File: config.mk
export PLATFORM = sky130hd
export DESIGN_NAME = rtck_voter
export DESIGN_NICKNAME = d
export VERILOG_FILES = /design/src/rtl/rv_pkg.sv /design/src/rtl/rv_sync.sv /design/src/rtl/rv_vote.sv /design/src/rtl/rtck_voter.sv
export SDC_FILE = /design/constraint.sdc
export NUM_CORES = 1
export LEC_CHECK = 0
export CELL_PAD_IN_SITES_DETAIL_PLACEMENT = 1
export CELL_PAD_IN_SITES_GLOBAL_PLACEMENT = 1
export CORE_UTILIZATION = 34
export DETAILED_ROUTE_END_ITERATION = 8
export HOLD_SLACK_MARGIN = 0.06
export PLACE_DENSITY_LB_ADDON = 0.05
export RECOVER_POWER = 50
export SLEW_MARGIN = 15
export SYNTH_ARGS = -nofsm -noshare
export SYNTH_HDL_FRONTEND = slang
export SYNTH_HIERARCHICAL = 1
export SYNTH_SLANG_ARGS = --single-unit
export TNS_END_PERCENT = 10
File: constraint.sdc
create_clock -name clk -period 2.5 [get_ports clk]
set_input_delay 0.75 -clock clk [delete_from_list [all_inputs] [get_ports clk]]
set_output_delay 0.75 -clock clk [all_outputs]
set_load 0.005 [all_outputs]
File: src/rtl/rv_pkg.sv
package rv_pkg;

    typedef struct packed {
        logic expect_lvl;
        logic vote_out;
    } rv_state_t;

    localparam rv_state_t RV_RESET = '{expect_lvl: 1'b0, vote_out: 1'b0};

endpackage

File: src/rtl/rv_sync.sv
module rv_sync #(
    parameter int WIDTH  = 1,
    parameter int STAGES = 2
) (
    input  logic             clk,
    input  logic             rst_n,
    input  logic [WIDTH-1:0] d_async,
    output logic [WIDTH-1:0] d_sync
);
    logic [STAGES-1:0][WIDTH-1:0] pipe_q;

    always_ff @(posedge clk or negedge rst_n) begin
        if (!rst_n) begin
            pipe_q <= '0;
        end else begin
            pipe_q[0] <= d_async;
            for (int s = 1; s < STAGES; s++) begin
                pipe_q[s] <= pipe_q[s-1];
            end
        end
    end

    assign d_sync = pipe_q[STAGES-1];
endmodule

File: src/rtl/rv_vote.sv
module rv_vote #(
    parameter int N_DEV = 4
) (
    input  logic [N_DEV-1:0] en,
    input  logic [N_DEV-1:0] lvl,
    output logic             all_high,
    output logic             all_low
);
    logic [N_DEV-1:0] hi_ok;
    logic [N_DEV-1:0] lo_ok;

    for (genvar i = 0; i < N_DEV; i++) begin : g_lane
        assign hi_ok[i] = ~en[i] | lvl[i];
        assign lo_ok[i] = ~en[i] | ~lvl[i];
    end

    assign all_high = &hi_ok;
    assign all_low  = &lo_ok;
endmodule

File: src/rtl/rtck_voter.sv
module rtck_voter #(
    parameter int N_DEV       = 4,
    parameter int SYNC_STAGES = 2
) (
    input  logic             clk,
    input  logic             rst_n,
    input  logic             probe_tck,
    input  logic [N_DEV-1:0] dev_en,
    input  logic [N_DEV-1:0] dev_rtck,
    output logic [N_DEV-1:0] dev_tck,
    output logic             probe_rtck,
    output logic             plain_tck
);
    import rv_pkg::*;

    localparam int SYNC_W = N_DEV + 1;

    logic [SYNC_W-1:0] raw_in;
    logic [SYNC_W-1:0] synced;
    logic              tck_s;
    logic [N_DEV-1:0]  rtck_s;
    logic              all_high;
    logic              all_low;

    rv_state_t st_d;
    rv_state_t st_q;

    // parallel fan-out of the probe clock to every return-clock target
    assign dev_tck = {N_DEV{probe_tck}};

    assign raw_in = {probe_tck, dev_rtck};

    rv_sync #(.WIDTH(SYNC_W), .STAGES(SYNC_STAGES)) u_sync (
        .clk     (clk),
        .rst_n   (rst_n),
        .d_async (raw_in),
        .d_sync  (synced)
    );

    assign tck_s  = synced[SYNC_W-1];
    assign rtck_s = synced[N_DEV-1:0];

    rv_vote #(.N_DEV(N_DEV)) u_vote (
        .en       (dev_en),
        .lvl      (rtck_s),
        .all_high (all_high),
        .all_low  (all_low)
    );

    always_comb begin
        st_d            = st_q;
        st_d.expect_lvl = tck_s;
        if (st_q.expect_lvl && all_high) begin
            st_d.vote_out = 1'b1;
        end else if (!st_q.expect_lvl && all_low) begin
            st_d.vote_out = 1'b0;
        end
    end

    always_ff @(posedge clk or negedge rst_n) begin
        if (!rst_n) begin
            st_q <= RV_RESET;
        end else begin
            st_q <= st_d;
        end
    end

    assign probe_rtck = st_q.vote_out;
    assign plain_tck  = st_q.vote_out;

    assert_rise_unanimous_R3: assert property (@(posedge clk) disable iff (!rst_n)
        $rose(probe_rtck) |-> ($past(all_high) && $past(st_q.expect_lvl)));

    assert_fall_unanimous_R4: assert property (@(posedge clk) disable iff (!rst_n)
        $fell(probe_rtck) |-> ($past(all_low) && !$past(st_q.expect_lvl)));

    assert_hold_on_split_R5: assert property (@(posedge clk) disable iff (!rst_n)
        (!all_high && !all_low) |=> $stable(probe_rtck));

    assert_vote_exclusive_R6: assert property (@(posedge clk) disable iff (!rst_n)
        (|dev_en) |-> !(all_high && all_low));

endmodule

==> flow_summary.ini, run 1 <==
[logic_synthesis]
synth-seq-cells = 12
synth_top_area_cell = dfrtp_1
synth_area_um2 = 466.7
ys_seq_area_share_pct = 64.34
ys_top_cells_by_area = dfrtp_1, buf_4, a2111oi_4
syn_avg_cell_area_um2 = 14.58
synth_common_cells = dfrtp_1, buf_4, inv_1, nor2b_1, o21ai_1
async_flop_share_pct = 100.0
synthCells = 32
ys.flop_type = dfrtp_1
yosys_warnings = 6
synth_nets = 43
synthDistinctLibCells = 9
synth.top_cell.area_share_pct = 64.34
synth_most_common_cell = dfrtp_1
synth_edf_count = 0

[cts]
cts_sinks = 12
clk_path_buf_depth = 2
clkSlewWorstSetupHoldPaths_ps = 60
cts_tree = done
cts_setup_buffers = 0
worstSkewPairLatency_ps = 250
htreeDepth = 1
cts_made_buffers = 3
ctsHoldBuffers = 0
root_buffer = clkbuf_4
cts_resized = 3

[timing]
worstMarginPinSlew_ps = 505.1
finClkSkew_ps = 0.4216
fin_tns_setup_ps = 0
setup_ws_ps = 208.5
rsz0062_at_grt = no
max_slew_margin_pct = 66.21
finalCritPeriodShare_pct = 91.66
max_freq_ghz = 0.4364
slew_violations = 0
setup_viol = 0
layout_min_cycle_time_ps = 2291
hold_viol = 0
holdWs_ps = 350.7

[power]
leakagePower_nw = 0.2548
power.total_uw = 367.6
irDropWorstVdd_v = 0.0002753
power_density_nw_per_um2 = 625.1

[setup_path]
slowest_stage = clkdlybuf4s50_1
critical_path.endpoint_type = output pin
critPathMaxFanout = 5
slowest_delay_ps = 530
reg2reg_depth = 3
crit_type = in -> out
worstPathRequired_ps = 1750
path_depth = 2
cp-startpoint = probe_tck
r2r_start = u_sync/d_sync[0]
crit_chain = dlygate4sd2_1 -> clkdlybuf4s50_1
cpLargestDelayFamily = buffers and inverters
path_buf_inv = 2
crit_path_start_kind = input port
rrSetupSlack_ps = 1490
endpoint = dev_tck[3]
cp.arrival_ps = 1540
rr_endpoint = plain_tck

[route]
final_antenna_net_count = 0
routed_wl_um = 637
drt-initial-drc-count = 3
drt_first_pass_iters = 2
vias_per_cell = 4.545
vias = 250
post_drt_wl_per_cell_um = 11.58
post-route-drc-count = 0

[final_layout]
regArea_um2 = 300.3
multi_input_area_um2 = 83.83
area_growth_pct = 26.01
fillerInstances = 122
drive_gt1_share_pct = 17.07
antennaDiodeCount = 0
fin_util_pct = 49.58
final_net_count = 54

[floorplan]
io_pins = 17
initial_core_util_pct = 39.35
die_width_um = 39.05
die-height_um = 39.05
core_um2 = 1186
rows = 12
die_area_um2 = 1525

[run]
maxCapViolCount = 0

[run_status]
status = finished, final reports clean

[placed_design]
gp_congestion = 0.6141
pre_cts_ws_ps = -103.1
portBuffers = 16
dp_hpwl_um = 522.7

[global_route]
overflow = 0
grt_max_degree = 13
grt_pass1_wl_um = 1062
grt_util_all_layers_pct = 11.03
grt_pass1_vias = 265
antenna_found_initial = 0

[min_path]
hold_depth = 0
hp-class = reg -> reg
==> sequential cells by signal (all words and copies together) (netlist names) <==
register / cells
st_q: 1
u_sync/pipe_q: 5
u_sync/d_sync: 5
plain_tck: 1
==> through the flow <==
stage | instances | instance area (um^2)
floorplan | 32 | 466.7
global placement | 52 | 569.3
detailed placement | 52 | 569.3
CTS | 55 | 588.1
global route | 55 | 588.1
finish | 55 | 588.1
==> worst min path at each step <==
stage,from,endpoint,slack [ps]
floorplan,u_sync/pipe_q[0],u_sync/d_sync[0],330
global placement,u_sync/d_sync[4],st_q[1],330
detailed placement,u_sync/pipe_q[4],u_sync/d_sync[4],340
CTS,u_sync/pipe_q[4],u_sync/d_sync[4],350
global route,u_sync/pipe_q[4],u_sync/d_sync[4],360
finish,u_sync/pipe_q[2],u_sync/d_sync[2],350
==> where the power goes <==
group | internal [mW] | switching [mW]
Clock | 0.0554 | 0.0498
Combinational | 0.0329 | 0.0177
Sequential | 0.206 | 0.00595
==> placed cells by master, fill, tap and decap left out <==
master           instances
clkbuf_4                 3
inv_1                    2
o21ai_1                  2
a2111oi_4                1
dfrtp_1                 12
dlygate4sd2_1            3
clkdlybuf4s50_1          8
nor2b_2                  1
a221oi_2                 1
nor2b_1                  2
a22o_2                   1
dlygate4sd3_1            5
==> per-layer routing <==
metal  wire, um  vias up  part of all wire (%)  global-route usage (%)
met2        307       17                    48                   16.67
met4          0        0                     0                   5.172
met5          0        -                     0                       0
li1           -      117                     -                       -
met1        246      116                    39                   12.73
met3         83        0                    13                   5.780
==> area by class of cell <==
type,count,area share [%]
Sequential cell,12,51.06
Timing Repair Buffer,16,26.60
Multi-Input combinational cell,8,14.26
Clock buffer,3,3.830
Tap cell,14,2.979
Inverter,2,1.277
==> logic make-up after synthesis <==
kind of cell / after synthesis / synth area share, %
DFF: 12 / 64.34
buffers and inverters: 12 / 17.69
AOI/OAI and AO/OA: 5 / 13.40
and+or+nand+nor: 3 / 4.558
(Power assumes the default switching activity.)
==> run 2, diff against run 1 <==
--- a/config.mk
+++ b/config.mk
@@ -5,6 +5,7 @@
 export SDC_FILE = /design/constraint.sdc
 export NUM_CORES = 1
 export LEC_CHECK = 0
+export CAP_MARGIN = 20
 export CELL_PAD_IN_SITES_DETAIL_PLACEMENT = 1
 export CELL_PAD_IN_SITES_GLOBAL_PLACEMENT = 1
 export CORE_UTILIZATION = 34
==> results of run 2 <==
Same layout as run 1: the final DEF is identical, and so are final timing and power.
